<file path="src/rtl/eebm_pkg.sv">
package eebm_pkg;

    localparam logic [3:0] DEV_CODE = 4'b1010;

    typedef enum logic [2:0] {
        S_IDLE,
        S_START,
        S_BLO,
        S_BHI,
        S_LOAD,
        S_PLO,
        S_PHI,
        S_PREL
    } bus_st_t;

    typedef enum logic [1:0] {
        K_ADDR,
        K_WR,
        K_RD
    } byte_kind_t;

    function automatic logic [7:0] addr_byte(input logic [2:0] sel, input logic rd);
        return {DEV_CODE, sel, rd};
    endfunction

endpackage

</file>
<file path="src/rtl/eebm_phase.sv">
module eebm_phase #(
    parameter int DIV_W    = 16,
    parameter int MIN_HALF = 4
) (
    input  logic             clk,
    input  logic             rst,
    input  logic             run,
    input  logic [DIV_W-1:0] half_div,
    output logic             mid,
    output logic             last
);
    localparam logic [DIV_W-1:0] FLOOR = DIV_W'(MIN_HALF);

    logic [DIV_W-1:0] eff_q;
    logic [DIV_W-1:0] pc;

    always_ff @(posedge clk) begin
        if (rst)
            eff_q <= FLOOR;
        else if (!run)
            eff_q <= (half_div < FLOOR) ? FLOOR : half_div;
    end

    assign last = run && (pc == eff_q - 1'b1);
    assign mid  = run && (pc == (eff_q >> 1));

    always_ff @(posedge clk) begin
        if (rst || !run || last)
            pc <= '0;
        else
            pc <= pc + 1'b1;
    end


    pc_bound_chk: assert property (@(posedge clk) disable iff (rst)
        run |-> (pc < eff_q));

endmodule

</file>
<file path="src/rtl/eebm_shifter.sv">
module eebm_shifter #(
    parameter int W = 8
) (
    input  logic         clk,
    input  logic         rst,
    input  logic         load,
    input  logic [W-1:0] din,
    input  logic         shift,
    input  logic         sin,
    output logic [W-1:0] q,
    output logic         msb
);
    always_ff @(posedge clk) begin
        if (rst)
            q <= '0;
        else if (load)
            q <= din;
        else if (shift)
            q <= {q[W-2:0], sin};
    end

    assign msb = q[W-1];

endmodule

</file>
<file path="src/rtl/eeprom_bus_master.sv">
module eeprom_bus_master import eebm_pkg::*; #(
    parameter int DIV_W    = 16,
    parameter int LEN_W    = 8,
    parameter int MIN_HALF = 4
) (
    input  logic             clk,
    input  logic             rst,
    input  logic [DIV_W-1:0] half_div,
    input  logic             cmd_start,
    input  logic             cmd_read,
    input  logic [2:0]       cmd_sel,
    input  logic [LEN_W-1:0] cmd_len,
    input  logic             cmd_abort,
    input  logic [7:0]       wr_data,
    input  logic             wr_valid,
    output logic             wr_ready,
    output logic [7:0]       rd_data,
    output logic             rd_valid,
    output logic             busy,
    output logic             done,
    output logic             nack,
    output logic             scl_oe,
    output logic             sda_oe,
    input  logic             sda_in
);
    localparam int BITS = 8;
    localparam int BC_W = $clog2(BITS + 1);
    localparam logic [BC_W-1:0] ACK_SLOT = BC_W'(BITS);
    localparam logic [BC_W-1:0] LAST_BIT = BC_W'(BITS - 1);

    bus_st_t          st;
    byte_kind_t       kind;
    logic [BC_W-1:0]  bitn;
    logic [LEN_W-1:0] left;
    logic             is_read;
    logic             abort_q;
    logic             scl_oe_q, sda_oe_q;
    logic             nack_q, done_q, rd_valid_q;
    logic [7:0]       rd_data_q;

    logic             ph_run, ph_mid, ph_last;
    logic             sh_load, sh_shift, sh_msb;
    logic [7:0]       sh_din, sh_q;
    logic             tx_drive;

    assign ph_run = (st != S_IDLE) && (st != S_LOAD);

    eebm_phase #(.DIV_W(DIV_W), .MIN_HALF(MIN_HALF)) u_phase (
        .clk(clk), .rst(rst), .run(ph_run), .half_div(half_div),
        .mid(ph_mid), .last(ph_last)
    );

    assign wr_ready = (st == S_LOAD) && !abort_q;
    assign sh_load  = ((st == S_IDLE) && cmd_start) || (wr_ready && wr_valid);
    assign sh_din   = (st == S_IDLE) ? addr_byte(cmd_sel, cmd_read) : wr_data;
    assign sh_shift = (st == S_BHI) && ph_last && (bitn != ACK_SLOT);

    eebm_shifter #(.W(BITS)) u_shift (
        .clk(clk), .rst(rst), .load(sh_load), .din(sh_din),
        .shift(sh_shift), .sin(sda_in), .q(sh_q), .msb(sh_msb)
    );

    always_comb begin
        if (bitn == ACK_SLOT)
            tx_drive = (kind == K_RD) && (left != '0);
        else
            tx_drive = (kind == K_RD) ? 1'b0 : ~sh_msb;
    end

    always_ff @(posedge clk) begin
        if (rst) begin
            st         <= S_IDLE;
            kind       <= K_ADDR;
            bitn       <= '0;
            left       <= '0;
            is_read    <= 1'b0;
            abort_q    <= 1'b0;
            scl_oe_q   <= 1'b0;
            sda_oe_q   <= 1'b0;
            nack_q     <= 1'b0;
            done_q     <= 1'b0;
            rd_valid_q <= 1'b0;
            rd_data_q  <= '0;
        end else begin
            done_q     <= 1'b0;
            rd_valid_q <= 1'b0;
            if (cmd_abort && (st != S_IDLE))
                abort_q <= 1'b1;
            case (st)
                S_IDLE: begin
                    if (cmd_start) begin
                        is_read  <= cmd_read;
                        left     <= cmd_len;
                        kind     <= K_ADDR;
                        bitn     <= '0;
                        abort_q  <= 1'b0;
                        nack_q   <= 1'b0;
                        sda_oe_q <= 1'b1;
                        st       <= S_START;
                    end
                end
                S_START: begin
                    if (ph_last) begin
                        scl_oe_q <= 1'b1;
                        st       <= abort_q ? S_PLO : S_BLO;
                    end
                end
                S_BLO: begin
                    if (ph_mid)
                        sda_oe_q <= tx_drive;
                    if (ph_last) begin
                        scl_oe_q <= 1'b0;
                        st       <= S_BHI;
                    end
                end
                S_BHI: begin
                    if (ph_last) begin
                        scl_oe_q <= 1'b1;
                        if (bitn != ACK_SLOT) begin
                            bitn <= bitn + 1'b1;
                            if ((kind == K_RD) && (bitn == LAST_BIT)) begin
                                rd_valid_q <= 1'b1;
                                rd_data_q  <= {sh_q[6:0], sda_in};
                            end
                            st <= abort_q ? S_PLO : S_BLO;
                        end else begin
                            bitn <= '0;
                            if ((kind != K_RD) && sda_in) begin
                                nack_q <= 1'b1;
                                st     <= S_PLO;
                            end else if (abort_q || (left == '0)) begin
                                st <= S_PLO;
                            end else if (is_read) begin
                                kind <= K_RD;
                                left <= left - 1'b1;
                                st   <= S_BLO;
                            end else begin
                                st <= S_LOAD;
                            end
                        end
                    end
                end
                S_LOAD: begin
                    if (abort_q) begin
                        st <= S_PLO;
                    end else if (wr_valid) begin
                        kind <= K_WR;
                        left <= left - 1'b1;
                        st   <= S_BLO;
                    end
                end
                S_PLO: begin
                    if (ph_mid)
                        sda_oe_q <= 1'b1;
                    if (ph_last) begin
                        scl_oe_q <= 1'b0;
                        st       <= S_PHI;
                    end
                end
                S_PHI: begin
                    if (ph_last) begin
                        sda_oe_q <= 1'b0;
                        st       <= S_PREL;
                    end
                end
                S_PREL: begin
                    if (ph_last) begin
                        done_q <= 1'b1;
                        st     <= S_IDLE;
                    end
                end
                default: st <= S_IDLE;
            endcase
        end
    end

    assign busy     = (st != S_IDLE);
    assign done     = done_q;
    assign nack     = nack_q;
    assign scl_oe   = scl_oe_q;
    assign sda_oe   = sda_oe_q;
    assign rd_data  = rd_data_q;
    assign rd_valid = rd_valid_q;


    sda_hold_chk: assert property (@(posedge clk) disable iff (rst)
        (!scl_oe && !$past(scl_oe) && (sda_oe != $past(sda_oe)))
        |-> ((st == S_START) || (st == S_PREL)));


    done_pulse_chk: assert property (@(posedge clk) disable iff (rst)
        done |=> !done);


    idle_release_chk: assert property (@(posedge clk) disable iff (rst)
        !busy |-> (!scl_oe && !sda_oe));


    nack_stop_chk: assert property (@(posedge clk) disable iff (rst)
        $rose(nack) |-> (st == S_PLO));


    abort_wait_chk: assert property (@(posedge clk) disable iff (rst)
        (abort_q && (st == S_LOAD)) |=> (st == S_PLO));

endmodule

</file>
<file path="config.mk">
export PLATFORM = sky130hd
export DESIGN_NAME = eeprom_bus_master
export DESIGN_NICKNAME = d
export VERILOG_FILES = /design/src/rtl/eebm_pkg.sv /design/src/rtl/eebm_phase.sv /design/src/rtl/eebm_shifter.sv /design/src/rtl/eeprom_bus_master.sv
export SDC_FILE = /design/constraint.sdc
export NUM_CORES = 1
export LEC_CHECK = 0
export ABC_CLOCK_PERIOD_IN_PS = 2260
export BUFFER_PORTS_ARGS = -buffer_cell sky130_fd_sc_hd__clkbuf_2
export CAP_MARGIN = 20
export CELL_PAD_IN_SITES_DETAIL_PLACEMENT = 0
export CELL_PAD_IN_SITES_GLOBAL_PLACEMENT = 2
export CORE_UTILIZATION = 31
export DETAILED_ROUTE_END_ITERATION = 8
export GPL_TIMING_DRIVEN = 0
export HOLD_SLACK_MARGIN = 0.06
export PLACE_DENSITY_LB_ADDON = 0.1
export SLEW_MARGIN = 30
export SYNTH_ARGS = -nofsm -noshare
export SYNTH_HDL_FRONTEND = slang
export SYNTH_SLANG_ARGS = --single-unit
export TNS_END_PERCENT = 10
</file>
<file path="constraint.sdc">
create_clock -name clk -period 2.26 [get_ports clk]
set_input_delay 0.339 -clock clk [delete_from_list [all_inputs] [get_ports clk]]
set_output_delay 0.339 -clock clk [all_outputs]
set_load 0.01 [all_outputs]
</file>
==> impl_metrics.json <==
{
  "skew_ns": 0.008571,
  "synth.area.top_cells": "dfxtp_1, xnor2_1, xor2_1",
  "htree_levels": 3,
  "crit_path_cell_trace": "inv_4 > ha_4 > nor3b_4 > and4_4 > xnor2_2 > a211oi_2 > buf_4 > o22ai_4 > nor3_4 > buf_6 > nand3_2 > a311oi_1",
  "worstSetupPathType": "register to register",
  "wl_met3_um": 469,
  "vdd_ir_drop_max_mv": 0.3750,
  "drt_iter0_drc": 256,
  "syn_area_per_cell_um2": 8.148,
  "period_minus_slack_ns": 2.600,
  "fmax_mhz": 384.6,
  "worstPathRequired_ns": 2.51,
  "syn_nets": 579,
  "cts_tree": "done",
  "rsz0062_at_grt": "true",
  "grt_start_max_net_pins": 12,
  "syn_to_final_growth_pct": 27.39,
  "vias": 4192,
  "clk_path_buf_depth": 2,
  "finalNetCount": 664,
  "syn_area_um2": 4327,
  "yosysTopAreaCellShare": 0.3331,
  "grt_overflow_total": 0,
  "worst_pin_slew_ns": 0.7421,
  "n_fill_cell": 1390,
  "ys.warnings.count": 0,
  "drv_slew": 0,
  "start_util": 0.3216,
  "ys_seq_area_frac": 0.3331,
  "place_hpwl_um": 10110,
  "endpoint_kind": "register",
  "drt_wl_total_um": 13680,
  "dpl-instance-area_um2": 4857,
  "num_antenna_cells": 0,
  "io_pins": 57,
  "met1_length_um": 6066,
  "postLayoutSetupSlackWorst_ns": -0.3402,
  "outcome": "finished, violations left",
  "finalSetupTns_ns": -8.943,
  "synth_cell_types": 74,
  "grt_pass1_vias": 4292,
  "dieHeight_um": 120.1,
  "port_buffers": 55,
  "hold_viol": 0,
  "timing.slew.headroom": 0.5001,
  "die_area_um2": 14430,
  "drive_above_1_share": 0.2435,
  "hold_buffers": 0,
  "numCtsBuffers": 9,
  "core-area_um2": 13450,
  "clk_latency_ns": 0.34,
  "wl_met2_um": 6878,
  "worstPathArrival_ns": 2.85,
  "clk_pin_slew_worst_paths_ns": 0.06,
  "worstHoldPathCells": 2,
  "cap_viol_max_count": 0,
  "synth_seq_cells": 72,
  "crit_slowest_cell": "dfxtp_4",
  "yosysTopAreaCell": "dfxtp_1",
  "fin_crit_sh": 1.151,
  "max_stage_delay_ns": 0.36,
  "rows": 42,
  "dpl_worst_slack_ns": -0.6698,
  "synth-edff-count": 0,
  "grt_pass1_wl_um": 22210,
  "hp-class": "primary input to register",
  "root_buffer": "clkbuf_16",
  "die_w_um": 120.1,
  "drtPass1Iterations": 6,
  "cp_max_fo": 8,
  "via_per_inst": 5.266,
  "synth_flop_cell": "dfxtp_1",
  "drc": 0,
  "synthArstFlopShare": 0,
  "ant_nets": 0,
  "finalInstanceArea_um2": 5512,
  "cts_num_sinks": 72,
  "antenna_found_initial": 0,
  "routedWlPerCell_um": 17.19,
  "reg2reg_depth": 12,
  "power_density_nw_per_um2": 1062,
  "critPathLaunchType": "register",
  "highest_layer": "met4",
  "finalSetupViolations": 47,
  "place_congestion": 0.8062,
  "grtUsageTotal": 0.2003,
  "leakagePower_nw": 2.078,
  "syn_inst": 531,
  "violations": "setup timing"
}
[per-stage QoR]
step	cells	hold WS, ns	power, mW	util
2_1_floorplan	531	0.4319	3.470	-
3_3_place_gp	762	0.4560	4.105	0.3610
3_5_place_dp	762	0.4662	4.131	0.3610
4_1_cts	796	0.1997	5.862	0.4066
5_1_grt	796	0.2000	6.273	0.4097
6_report	796	0.2156	5.853	0.4097
[cell type report]
cell class	count	area [um2]	area share
plain buffers	29	143.9	0.02611
clock buffers	14	254.0	0.04608
clock inverters	1	5.005	0.0009081
inverters	19	76.32	0.01385
multi-input cells	407	2892	0.5246
flip-flops and latches	72	1460	0.2649
well taps	176	220.2	0.03995
repair buffers	78	460.4	0.08354
[worst max-delay path: cells and delay by family, from the launching register on]
kind	cells	cell delay [ns]
compound gates	3	0.59
xor+xnor	1	0.08
fa+ha+maj	1	0.12
buf+inv	3	0.39
flops	1	0.36
simple gates	4	0.96
[registers in the layout, summed over array words and instances (netlist names)]
signal         cells
abort_q            1
bitn               4
done               1
is_read            1
kind               2
left               8
nack               1
rd_data            8
rd_valid           1
scl_oe             1
sda_oe             1
st                 3
u_phase.eff_q     16
u_phase.pc        16
u_shift.q          8
[path summary, 6_finish.rpt]
kind / start / endpoint / slack [ns]
min: half_div[0] / u_phase.eff_q[0]$_SDFFE_PP0N_ / 0.22
min reg2reg: rd_data[7]$_SDFFE_PP0P_ / rd_data[7]$_SDFFE_PP0P_ / 0.47
max: u_phase.eff_q[0]$_SDFFE_PP0N_ / u_shift.q[5]$_SDFFE_PP0P_ / -0.34
max reg2reg: u_phase.eff_q[0]$_SDFFE_PP0N_ / u_shift.q[5]$_SDFFE_PP0P_ / -0.34
[layer usage]
metal | vias up | GRT usage
met4 | 0 | 0.06719
met1 | 2024 | 0.2378
li1 | 2079 | -
met5 | - | 0
met3 | 15 | 0.04943
met2 | 74 | 0.3491
[power breakdown]
group	switching [mW]	total (mW)	leakage, nW	internal (mW)
Sequential	0.331	1.86	0.591	1.53
Clock	0.530	1.30	0.127	0.767
Combinational	1.56	2.70	1.36	1.14
[cells by family after synthesis]
kind of cell    count (synthesis)  share of synthesized area
simple gates                  215                     0.2698
compound gates                126                     0.2056
flops                          72                     0.3331
buf+inv                        52                    0.04858
xor+xnor                       46                    0.09312
mux                            14                    0.03239
fa+ha+maj                       6                    0.01735
[cell usage after synthesis (6+ instances only)]
library cell,n
clkbuf_1,25
nand2_1,51
o41ai_1,7
inv_1,18
nor3_1,13
nor3b_1,6
dfxtp_1,72
xor2_1,22
a21oi_1,35
ha_1,6
nand3_1,21
nor2b_1,6
a211oi_1,9
mux2i_1,14
xnor2_1,24
nand2b_1,21
o21ai_0,20
nor2_1,48
a31oi_1,6
and3_1,8
nor4_1,6
[timing repair]
action | CTS | global route
endpoints found under the setup margin | 54 | 54
setup buffers | 22 | 1
resized for setup | 43 | 9
pin swaps | 29 | 10
[cells in the final DEF, fill, tap and decap left out, types with 6 or more instances in the layout]
| master | n |
|---|---|
| mux2i_1 | 14 |
| buf_4 | 22 |
| a21oi_1 | 34 |
| nor3_1 | 12 |
| o21ai_0 | 17 |
| inv_1 | 16 |
| o41ai_1 | 7 |
| nor2b_1 | 6 |
| nor2_1 | 46 |
| clkbuf_2 | 57 |
| nand2_1 | 48 |
| nand3_1 | 20 |
| xnor2_1 | 23 |
| dfxtp_1 | 63 |
| clkbuf_1 | 24 |
| nand2b_1 | 21 |
| dfxtp_2 | 6 |
| clkbuf_16 | 9 |
| a211oi_1 | 8 |
| and3_1 | 8 |
| a31oi_1 | 6 |
| xor2_1 | 21 |
(Power assumes the default switching activity.)
